[src/rtl/vat_pkg.sv]
package vat_pkg;

  parameter int VA_W    = 32;
  parameter int PA_W    = 29;
  parameter int MIN_OFS = 10;
  parameter int SIZE_W  = 3;
  localparam int VPN_W  = VA_W - MIN_OFS;
  localparam int PPN_W  = PA_W - MIN_OFS;

  typedef enum logic [1:0] {
    RG_XLATE    = 2'd0,
    RG_CACHED   = 2'd1,
    RG_UNCACHED = 2'd2,
    RG_ERROR    = 2'd3
  } region_e;

  typedef struct packed {
    logic              valid;
    logic [VPN_W-1:0]  vpn;
    logic [PPN_W-1:0]  ppn;
    logic [SIZE_W-1:0] size;
    logic              c;
    logic              wt;
  } tlb_entry_t;

  // Offset width in address bits for each size code.
  function automatic int unsigned page_bits(logic [SIZE_W-1:0] code);
    case (code)
      3'd0:    return 10;
      3'd1:    return 12;
      3'd2:    return 13;
      3'd3:    return 16;
      3'd4:    return 18;
      3'd5:    return 20;
      3'd6:    return 22;
      default: return 26;
    endcase
  endfunction

  // Ones on the page-number bits that take part in the compare.
  function automatic logic [VPN_W-1:0] vpn_mask(logic [SIZE_W-1:0] code);
    logic [VPN_W-1:0] ones;
    ones = '1;
    return ones << (page_bits(code) - MIN_OFS);
  endfunction

  function automatic logic size_legal(logic [SIZE_W-1:0] code, logic ext);
    return ext || (code == 3'd0) || (code == 3'd1) || (code == 3'd3) || (code == 3'd5);
  endfunction

endpackage

[src/rtl/vat_region_dec.sv]
module vat_region_dec
  import vat_pkg::*;
(
  input  logic [7:0] va_hi,   // vaddr[31:24]
  input  logic       priv,
  output region_e    region
);

  always_comb begin
    region = RG_ERROR;
    if (priv) begin
      case (va_hi[7:5])
        3'd4:    region = RG_CACHED;
        3'd5:    region = RG_UNCACHED;
        3'd7:    region = RG_UNCACHED;
        default: region = RG_XLATE;
      endcase
    end else if (!va_hi[7]) begin
      region = RG_XLATE;
    end else if (va_hi[7:5] == 3'd7) begin
      if (va_hi[4:2] == 3'd0)       region = RG_UNCACHED;  // 0xE0..0xE3 window
      else if (va_hi[4:0] == 5'd5)  region = RG_UNCACHED;  // 0xE5 window
      else                          region = RG_ERROR;
    end
  end

endmodule

[src/rtl/vat_tlb_array.sv]
module vat_tlb_array
  import vat_pkg::*;
#(
  parameter int NUM_ENTRIES = 8,
  localparam int IDX_W = (NUM_ENTRIES > 1) ? $clog2(NUM_ENTRIES) : 1
)(
  input  logic              clk,
  input  logic              rst_n,
  input  logic              wr_en,
  input  logic [IDX_W-1:0]  wr_idx,
  input  tlb_entry_t        wr_data,
  input  logic [VPN_W-1:0]  lk_vpn,
  input  logic              ext_mode,
  output logic              hit,
  output logic [PPN_W-1:0]  pa_page,
  output logic              hit_c,
  output logic              hit_wt
);

  tlb_entry_t                entry_q [NUM_ENTRIES];
  logic [NUM_ENTRIES-1:0]    hit_vec;

  for (genvar g = 0; g < NUM_ENTRIES; g++) begin : g_entry
    logic        wr_sel;
    tlb_entry_t  entry_d;

    assign wr_sel = wr_en && (wr_idx == IDX_W'(g));

    always_comb begin
      entry_d = entry_q[g];
      if (wr_sel) entry_d = wr_data;
    end

    always_ff @(posedge clk or negedge rst_n) begin
      if (!rst_n) entry_q[g] <= '0;
      else        entry_q[g] <= entry_d;
    end

    assign hit_vec[g] = entry_q[g].valid
                     && size_legal(entry_q[g].size, ext_mode)
                     && (((lk_vpn ^ entry_q[g].vpn) & vpn_mask(entry_q[g].size)) == '0);
  end

  // Lowest index wins: scan from the top down, last assignment sticks.
  always_comb begin
    logic [PPN_W-1:0]  sel_ppn;
    logic [SIZE_W-1:0] sel_size;
    logic [VPN_W-1:0]  sel_mask;
    sel_ppn  = '0;
    sel_size = '0;
    hit_c    = 1'b0;
    hit_wt   = 1'b0;
    for (int i = NUM_ENTRIES - 1; i >= 0; i--) begin
      if (hit_vec[i]) begin
        sel_ppn  = entry_q[i].ppn;
        sel_size = entry_q[i].size;
        hit_c    = entry_q[i].c;
        hit_wt   = entry_q[i].wt;
      end
    end
    hit      = |hit_vec;
    sel_mask = vpn_mask(sel_size);
    pa_page  = (sel_ppn & sel_mask[PPN_W-1:0]) | (lk_vpn[PPN_W-1:0] & ~sel_mask[PPN_W-1:0]);
  end

endmodule

[src/rtl/vat_resp_build.sv]
module vat_resp_build
  import vat_pkg::*;
(
  input  region_e           region,
  input  logic              xlate_en,
  input  logic              cache_en,
  input  logic              wt_global,
  input  logic [PA_W-1:0]   va_low,
  input  logic              hit,
  input  logic [PPN_W-1:0]  pa_page,
  input  logic              hit_c,
  input  logic              hit_wt,
  output logic [PA_W-1:0]   paddr,
  output logic              cacheable,
  output logic              wt,
  output logic              aerr,
  output logic              miss
);

  always_comb begin
    paddr     = '0;
    cacheable = 1'b0;
    wt        = 1'b0;
    aerr      = 1'b0;
    miss      = 1'b0;
    unique case (region)
      RG_XLATE: begin
        if (!xlate_en) begin
          paddr     = va_low;
          cacheable = cache_en;
          wt        = cache_en & wt_global;
        end else if (hit) begin
          paddr     = {pa_page, va_low[MIN_OFS-1:0]};
          cacheable = cache_en & hit_c;
          wt        = cache_en & hit_c & hit_wt;
        end else begin
          miss      = 1'b1;
        end
      end
      RG_CACHED: begin
        paddr     = va_low;
        cacheable = cache_en;
        wt        = cache_en & wt_global;
      end
      RG_UNCACHED: paddr = va_low;
      RG_ERROR:    aerr  = 1'b1;
    endcase
  end

endmodule

[src/rtl/va_xlate_unit.sv]
module va_xlate_unit
  import vat_pkg::*;
#(
  parameter int NUM_ENTRIES = 8,
  localparam int IDX_W = (NUM_ENTRIES > 1) ? $clog2(NUM_ENTRIES) : 1
)(
  input  logic              clk,
  input  logic              rst_n,
  input  logic              req_valid,
  input  logic [VA_W-1:0]   req_vaddr,
  input  logic              req_priv,
  input  logic              xlate_en,
  input  logic              ext_mode,
  input  logic              cache_en,
  input  logic              wt_global,
  input  logic              tlb_wr_en,
  input  logic [IDX_W-1:0]  tlb_wr_idx,
  input  logic              tlb_wr_valid,
  input  logic [VPN_W-1:0]  tlb_wr_vpn,
  input  logic [PPN_W-1:0]  tlb_wr_ppn,
  input  logic [SIZE_W-1:0] tlb_wr_size,
  input  logic              tlb_wr_c,
  input  logic              tlb_wr_wt,
  output logic              rsp_valid,
  output logic [PA_W-1:0]   rsp_paddr,
  output logic              rsp_cacheable,
  output logic              rsp_wt,
  output logic              rsp_aerr,
  output logic              rsp_miss
);

  // Reset: asserted asynchronously, released on the clock.
  logic [1:0] rst_pipe_q;
  logic       rst_sync_n;

  always_ff @(posedge clk or negedge rst_n) begin
    if (!rst_n) rst_pipe_q <= 2'b00;
    else        rst_pipe_q <= {rst_pipe_q[0], 1'b1};
  end
  assign rst_sync_n = rst_pipe_q[1];

  region_e           region;
  tlb_entry_t        wr_data;
  logic              hit, hit_c, hit_wt;
  logic [PPN_W-1:0]  pa_page;
  logic [PA_W-1:0]   nx_paddr;
  logic              nx_c, nx_wt, nx_aerr, nx_miss;

  assign wr_data = '{valid: tlb_wr_valid, vpn: tlb_wr_vpn, ppn: tlb_wr_ppn,
                     size: tlb_wr_size, c: tlb_wr_c, wt: tlb_wr_wt};

  vat_region_dec u_region (
    .va_hi  (req_vaddr[VA_W-1:VA_W-8]),
    .priv   (req_priv),
    .region (region)
  );

  vat_tlb_array #(.NUM_ENTRIES(NUM_ENTRIES)) u_tlb (
    .clk      (clk),
    .rst_n    (rst_sync_n),
    .wr_en    (tlb_wr_en),
    .wr_idx   (tlb_wr_idx),
    .wr_data  (wr_data),
    .lk_vpn   (req_vaddr[VA_W-1:MIN_OFS]),
    .ext_mode (ext_mode),
    .hit      (hit),
    .pa_page  (pa_page),
    .hit_c    (hit_c),
    .hit_wt   (hit_wt)
  );

  vat_resp_build u_build (
    .region    (region),
    .xlate_en  (xlate_en),
    .cache_en  (cache_en),
    .wt_global (wt_global),
    .va_low    (req_vaddr[PA_W-1:0]),
    .hit       (hit),
    .pa_page   (pa_page),
    .hit_c     (hit_c),
    .hit_wt    (hit_wt),
    .paddr     (nx_paddr),
    .cacheable (nx_c),
    .wt        (nx_wt),
    .aerr      (nx_aerr),
    .miss      (nx_miss)
  );

  // Response register: next-state then flops, payload clock-enabled by req_valid.
  logic [PA_W-1:0] paddr_d;
  logic            c_d, wt_d, aerr_d, miss_d;

  always_comb begin
    paddr_d = rsp_paddr;
    c_d     = rsp_cacheable;
    wt_d    = rsp_wt;
    aerr_d  = rsp_aerr;
    miss_d  = rsp_miss;
    if (req_valid) begin
      paddr_d = nx_paddr;
      c_d     = nx_c;
      wt_d    = nx_wt;
      aerr_d  = nx_aerr;
      miss_d  = nx_miss;
    end
  end

  always_ff @(posedge clk or negedge rst_sync_n) begin
    if (!rst_sync_n) begin
      rsp_valid     <= 1'b0;
      rsp_paddr     <= '0;
      rsp_cacheable <= 1'b0;
      rsp_wt        <= 1'b0;
      rsp_aerr      <= 1'b0;
      rsp_miss      <= 1'b0;
    end else begin
      rsp_valid     <= req_valid;
      rsp_paddr     <= paddr_d;
      rsp_cacheable <= c_d;
      rsp_wt        <= wt_d;
      rsp_aerr      <= aerr_d;
      rsp_miss      <= miss_d;
    end
  end

endmodule

[config.mk]
export PLATFORM = sky130hd
export DESIGN_NAME = va_xlate_unit
export DESIGN_NICKNAME = d
export VERILOG_FILES = /design/src/rtl/vat_pkg.sv /design/src/rtl/vat_region_dec.sv /design/src/rtl/vat_tlb_array.sv /design/src/rtl/vat_resp_build.sv /design/src/rtl/va_xlate_unit.sv
export SDC_FILE = /design/constraint.sdc
export NUM_CORES = 1
export LEC_CHECK = 0
export BUFFER_PORTS_ARGS = -buffer_cell sky130_fd_sc_hd__buf_2
export CAP_MARGIN = 30
export CORE_ASPECT_RATIO = 0.5
export CORE_UTILIZATION = 45
export CTS_BUF_LIST = sky130_fd_sc_hd__clkbuf_4 sky130_fd_sc_hd__clkbuf_8
export DETAILED_ROUTE_END_ITERATION = 6
export HOLD_SLACK_MARGIN = 0.1
export PLACE_DENSITY = 0.59
export SLEW_MARGIN = 20
export SYNTH_ARGS = -nofsm -noshare
export SYNTH_HDL_FRONTEND = slang
export SYNTH_SLANG_ARGS = --single-unit
[constraint.sdc]
create_clock -name clk -period 25.4 [get_ports clk]
set_input_delay 1.27 -clock clk [delete_from_list [all_inputs] [get_ports clk]]
set_output_delay 1.27 -clock clk [all_outputs]
set_load 0.05 [all_outputs]
==> summary.txt, run 1 <==
Outcome
  • Status: finished clean

Floorplanning
  • Core ar.: around 49000 um^2
  • Die Footprint: 50900 um^2
  • Ports: 125
  • Die width: 318 um
  • DIE HEIGHT: 160 um
  • Initial Utilization: 46.0%
  • Row count: 57

CTS
  • Post-CTS Setup Repair Bufs: 0
  • Clk_lat worst skew: about 0.66 ns
  • Number of H-tree levels: 2
  • Resized cells post-CTS: 0
  • TritonCTS clock tree: built
  • CTS sink cnt: ~400
  • Clock Tree Buf Depth: 3
  • CTS root buf: clkbuf_8
  • CTS hold repair buffers: 0
  • Cts bufs inserted: 60
  • Worst-path clk slew: 0.07 ns

STA
  • Max Freq: 133 MHz
  • Slew Viols, Final: 0
  • Final min period: roughly 7.5 ns
  • Slew at the pin with the worst max-slew slack: 0.943 ns
  • Worst Clk Skew: 0.0280 ns
  • RSZ-0062 raised after global routing: false
  • Slew HR: 37.1%
  • Final setup viols: 0
  • Final period util: 29.6%
  • Final TNS setup: 0 ns
  • Final hold vios: 0

Global route
  • Met3 usage: 6.63%
  • Met2 usage: 41.2%
  • First-pass GRT wire length: approximately 110000 um
  • GRT Max-Usage Layer: met2
  • GR Util met1: between 40% and 50%
  • Total track usage: between 20 and 30%
  • Initial antenna violation count: 2
  • Grt total ovfl: 0
  • Vias in the first global route: 16289
  • Largest net degree at the start of global routing: 74

Synth
  • Post-synthesis sequential area ratio: 45.8%
  • Yosys cell types: 91
  • Flops & latches, synth: 412
  • Syn_area_per_cell: 11.2 um^2
  • Async S/R FF share, synth: 100%
  • Leading area contributor after synthesis: dfrtp_1
  • Most common flop cell mapped by yosys: dfrtp_1
  • Post-synth top cells: 412 x dfrtp_1, 377 x mux2_2, 108 x xor2_1
  • Synth Cell Area: 22500 um^2
  • Yosys warns: 0
  • Share of the synthesized area in the top cell type: 45.8%
  • Synth area leaders: dfrtp_1 46%, mux2_2 19%, xor2_1 4.2%, xnor2_1 3.3%, nand2_1 1.7%
  • Most common cell in the netlist: dfrtp_1
  • Syn nets: 2116
  • Post-synth EDFFs: 0
  • Mapped Cells: 2006

Pwr
  • Internal power: 1.42 mW
  • Sequential Power Share: 40.8%
  • Leakage power: 10.6 nW
  • Clock network fraction of total power: 26.2%
  • Peak supply drop: 0.0378 mV
  • Cell Pwr Density: 89.9 nW/um^2
  • Combinational power share: 33.0%
  • Sw Share: 36.4%
  • Psw: just over 0.8 mW

Critical path
  • CP Class: reg2reg
  • Required @ worst endpoint: 25.94 ns
  • CP Launch Type: flip-flop
  • CP max FO: 49
  • Critical Path AT: 8.05 ns
  • Critical path capture point type: flip-flop

Layout
  • Register area: just over 10000 um^2
  • Area of the multi-input gates: 11400 um^2
  • Post-layout nets: 2188
  • Antenna diodes: 0
  • Post-route insts no fill: 2773
  • Fillers: 4486
  • Layout cells sized above 1: 31.6%
  • Area grow syn2layout: 10.6%

Flow run
  • Maxcap violations: 0

Route
  • Wire per inst: 25.6 um
  • Routed WL: approximately 71000 um
  • Drt pass-1 iters: 7
  • Vias: 16681
  • DRC violations left: 0
  • Vias per Instance: ~6.0
  • Iteration-0 DRC Markers: 1290
  • Antenna Nets Post-Route: 0

Min path
  • Hold WC Path Type: reg2reg

Place
  • RD Place Congestion: 0.926
  • Inst Count DP: 2663
  • HPWL Detailed: 48100 um
  • PortBufs: 124
==> power by group through the flow <==
stage / clock network, mW / registers, mW / logic (mW)
2_1_floorplan: 0 / 0.912 / 0.530
3_3_place_gp: 0 / 0.919 / 0.724
3_5_place_dp: 0 / 0.921 / 0.727
4_1_cts: 0.596 / 0.910 / 0.731
5_1_grt: 0.628 / 0.930 / 0.799
6_report: 0.585 / 0.913 / 0.738
==> flip-flops by register name, indices dropped and copies added (netlist names) <==
register       count
rsp_aerr           1
rsp_wt             1
rsp_cacheable      1
rsp_paddr         29
rsp_valid          1
rsp_miss           1
rst_pipe_q         2
u_tlb.entry_q    376
==> placed cells by master (no fill, tap or decap), types with 13 or more instances in the layout <==
cell      netlist  layout
nor3_1         33      30
inv_1          48      48
xnor2_1        85      85
a211oi_1       21      21
o31ai_1        13      13
o21ai_0        57      57
o221ai_1       16      16
o211ai_1       21      21
nand2_1       103     103
nand3_1        23      23
clkbuf_4        0      19
ha_1           19      19
nor2b_1        26      26
a22o_1         13      13
dfrtp_1       412     411
xor2_1        108     108
buf_2          34     124
mux2i_1        14      14
and2_1         20      20
mux2_2        377     377
clkbuf_8        0      78
buf_4           6      28
nor4_1         15      15
a31oi_1        15      14
a21oi_1        76      76
nand2b_1       26      26
nor2_1         67      67
and3_1         20      20
==> through the flow <==
stage | utilization (%) | cell area (um^2) | setup slack (ns) | hold WS [ns] | power (mW)
global placement | 48.1 | 23500 | 18.01 | 0.334 | 1.64
global route | 50.8 | 24900 | 17.34 | 0.341 | 2.36
finish | 50.8 | 24900 | 17.88 | 0.352 | 2.24
detailed placement | 48.1 | 23500 | 17.84 | 0.343 | 1.65
CTS | 50.8 | 24800 | 17.93 | 0.340 | 2.24
floorplan | - | 22500 | 13.07 | 0.331 | 1.44
==> cell families (layout without fill, tap and decap cells) <==
group | after synthesis | in the layout | share of synthesized area [%]
DFF | 412 | 412 | 45.8
AOI/OAI and AO/OA | 400 | 400 | 13.0
muxes | 391 | 391 | 19.5
and+or+nand+nor | 390 | 390 | 8.98
xor gates and xnor gates | 194 | 194 | 7.61
buffers and inverters | 194 | 312 | 3.80
adders and majority gates | 24 | 24 | 1.28
other | 1 | 1 | 0.0167
==> worst max-delay path, cell delays in order, from the launching register on <==
cell and delay [ns]:
dfrtp_1 0.67, inv_1 0.25, nand2_1 0.14, nand2_1 0.09, ha_1 0.51, or3b_2 0.53
a21oi_1 0.18, a311o_1 0.16, nand4b_1 0.18, a221oi_4 0.29, buf_4 0.51, mux2i_1 0.30
o32a_1 0.24, o21a_1 0.22, clkinv_2 0.13, ha_1 0.19, nor3_1 0.59, nand2_1 0.15
and2_1 0.19, o21ai_0 0.48, nand2_1 0.47, or4_1 0.59, a311o_1 0.36
==> final timing paths <==
path,slack [ns],cells past startpoint,to,from
max in group asynchronous,22.26,4,u_tlb.entry_q[359]$_DFFE_PN0P_,rst_pipe_q[1]$_DFF_PN0_
setup reg to reg,17.88,22,rsp_paddr[16]$_DFFE_PN0P_,u_tlb.entry_q[332]$_DFFE_PN0P_
setup / recovery,17.88,22,rsp_paddr[16]$_DFFE_PN0P_,u_tlb.entry_q[332]$_DFFE_PN0P_
min in group asynchronous,0.37,0,u_tlb.entry_q[57]$_DFFE_PN0P_,rst_pipe_q[1]$_DFF_PN0_
hold reg to reg,0.35,0,rst_pipe_q[1]$_DFF_PN0_,rst_pipe_q[0]$_DFF_PN0_
hold / removal,0.35,0,rst_pipe_q[1]$_DFF_PN0_,rst_pipe_q[0]$_DFF_PN0_
==> metal layers <==
| metal | wire length [um] | vias to the layer above |
|---|---|---|
| li1 | - | 7474 |
| met1 | 32800 | 8585 |
| met2 | 30900 | 492 |
| met3 | 5090 | 128 |
| met4 | 2100 | 2 |
| met5 | 11 | - |
==> cell type report <==
cell class                      count  area share, %
Timing Repair Buffer              154           3.48
Tap cell                          649           3.26
Clock inverter                     11          0.392
Multi-Input combinational cell   1400           45.7
Sequential cell                   412           41.5
Clock buffer                       97           4.89
Inverter                           50          0.760
(Power assumes the default switching activity.)
==> run 2, diff against run 1 <==
==> constraint.sdc (replaced) <==
create_clock -name clk -period 7.4 [get_ports clk]
set_input_delay 0.37 -clock clk [delete_from_list [all_inputs] [get_ports clk]]
set_output_delay 0.37 -clock clk [all_outputs]
set_load 0.05 [all_outputs]
==> summary.txt, run 2 (same netlist as run 1, synthesis figures left out) <==
Global route
  • First-pass GRT wire length: 107000 um
  • Grt total ovfl: 0
  • Initial antenna violation count: 0
  • Largest net degree at the start of global routing: 146
  • Total track usage: roughly 28%
  • Vias in the first global route: 16570

Floorplanning
  • Die Footprint: 50900 um^2
  • Ports: roughly 130
  • Core ar.: 48900 um^2
  • Die width: 318 um
  • Row count: 57
  • DIE HEIGHT: ~160 um
  • Initial Utilization: between 40 and 50%

Layout
  • Antenna diodes: 0
  • Largest registers: u_tlb.entry_q x376, rsp_paddr x29, rst_pipe_q x2
  • Largest Register: u_tlb.entry_q
  • Layout cells sized above 1: 31.5%
  • Post-layout nets: between 2000 and 2500
  • Commonest non-fill, non-tap cell in the layout: dfrtp_1
  • Area grow syn2layout: 13.1%
  • Most frequent cells in the layout: 411 x dfrtp_1, 377 x mux2_2, 124 x buf_2
  • Fillers: 4471
  • Max reg flops: 376

Route
  • Wire per inst: ~25 um
  • Routed WL: 70800 um
  • DRC violations left: 0
  • Drt pass-1 iters: 5
  • Vias: 17054
  • Vias per Instance: between 6 and 7
  • Antenna Nets Post-Route: 0
  • Iteration-0 DRC Markers: 1585

CTS
  • Clock Tree Buf Depth: 3
  • Post-CTS Setup Repair Bufs: 0
  • Cts bufs inserted: 66
  • TritonCTS clock tree: built
  • Clk_lat worst skew: 0.66 ns
  • CTS sink cnt: 412
  • CTS root buf: clkbuf_8
  • Number of H-tree levels: 3
  • Worst-path clk slew: 0.08 ns

Min path
  • Hold Path Stages: 2
  • Hold WC Path Type: in2reg

Flow run
  • Maxcap violations: 0

STA
  • Slew at the pin with the worst max-slew slack: around 0.94 ns
  • Final TNS setup: 0 ns
  • Final setup viols: 0
  • Final period util: 89.2%
  • Max Freq: 151 MHz
  • RSZ-0062 raised after global routing: false
  • Fin Hold WS: 0.156 ns
  • Slew HR: 37.1%
  • Final hold vios: 0
  • Worst Clk Skew: 0.0208 ns
  • Slew Viols, Final: 0
  • Final min period: approximately 6.6 ns

Critical path
  • Critical Path AT: 7.16 ns
  • CP Class: reg2reg
  • Critical path capture point type: flip-flop
  • CP Launch Type: flip-flop
  • Slowest CP cell: dfrtp_1
  • Crit path max-delay family: compound AO/OA/AOI/OAI gates
  • CP max FO: 15
  • Critical path buffers and inverters: 5
  • CP max stage delay: 0.64 ns
  • Crit. path cell count: 25
  • R2R depth: 25
  • Required @ worst endpoint: 7.96 ns
  • CP most frequent cell: nand2_1

Pwr
  • Peak supply drop: ~0.12 mV
  • Cell Pwr Density: 304 nW/um^2
  • Leakage power: 10.9 nW

Place
  • PortBufs: around 120
  • HPWL Detailed: 45700 um
  • RD Place Congestion: 0.918

Outcome
  • Status: finished clean
[run 2: through the flow]
step / std cells / cell area, um^2 / util (%) / total power, mW / setup slack (ns)
3_3_place_gp: 2672 / 23600 / 48.3 / 5.55 / 1.10
5_1_grt: 2831 / 25400 / 52.0 / 8.15 / 0.318
6_report: 2831 / 25400 / 52.0 / 7.72 / 0.799
3_5_place_dp: 2672 / 23600 / 48.3 / 5.58 / 0.965
2_1_floorplan: 2006 / 22500 / - / 4.95 / 0.679
4_1_cts: 2831 / 25400 / 52.0 / 7.74 / 0.920
[run 2: final timing paths]
path	startpoint	endpoint	slack (ns)
max	u_tlb.entry_q[332]$_DFFE_PN0P_	rsp_paddr[14]$_DFFE_PN0P_	0.80
min reg2reg	rst_pipe_q[0]$_DFF_PN0_	rst_pipe_q[1]$_DFF_PN0_	0.35
max in group asynchronous	rst_pipe_q[1]$_DFF_PN0_	u_tlb.entry_q[268]$_DFFE_PN0P_	5.28
max reg2reg	u_tlb.entry_q[332]$_DFFE_PN0P_	rsp_paddr[14]$_DFFE_PN0P_	0.80
min in group asynchronous	rst_pipe_q[1]$_DFF_PN0_	u_tlb.entry_q[57]$_DFFE_PN0P_	0.40
min	tlb_wr_vpn[20]	u_tlb.entry_q[326]$_DFFE_PN0P_	0.16
[run 2: timing repair]
item / CTS / global route
gates resized for setup: 0 / 0
hold buffers: 42 / 0
endpoints found under the hold margin: 217 / 0
[run 2: final cells by class]
| class | instances | area, um^2 | share of cell area [%] |
|---|---|---|---|
| clock buffer | 106 | 1310 | 5.14 |
| timing repair buffer | 203 | 1340 | 5.28 |
| sequential | 412 | 10300 | 40.5 |
| clock inverter | 11 | 93.8 | 0.369 |
| multi-input combinational | 1400 | 11400 | 44.7 |
| inverter | 50 | 189 | 0.743 |
| tap | 649 | 812 | 3.19 |
[run 2: layer usage]
metal	vias up	global-route usage, %	wire [um]
li1	7589	-	-
met1	8763	39.5	32700
met2	591	42.3	31100
met3	111	6.49	5080
met4	0	8.61	1870
met5	-	0	0
[run 2: power by group]
part	internal [mW]	switching [mW]	total, mW
logic	1.10	1.40	2.50
registers	2.74	0.371	3.11
clock network	1.13	0.986	2.12
[run 2: worst register-to-register path, stage by stage (launching register included)]
cell and delay [ns]:
dfrtp_1 0.64, inv_1 0.22, nand2_1 0.12, nand2_1 0.08
ha_1 0.44, or3b_1 0.46, o32ai_1 0.25, a31oi_1 0.06
nand4b_1 0.22, a221oi_4 0.35, buf_4 0.22, mux2i_1 0.23
o32a_1 0.20, o21a_1 0.21, clkinv_2 0.13, or2_1 0.26
nand2_1 0.10, inv_1 0.05, ha_1 0.26, o31ai_1 0.31
a2111oi_0 0.10, a211oi_1 0.41, a221oi_2 0.18, buf_4 0.24
or4_1 0.55, o221ai_1 0.20
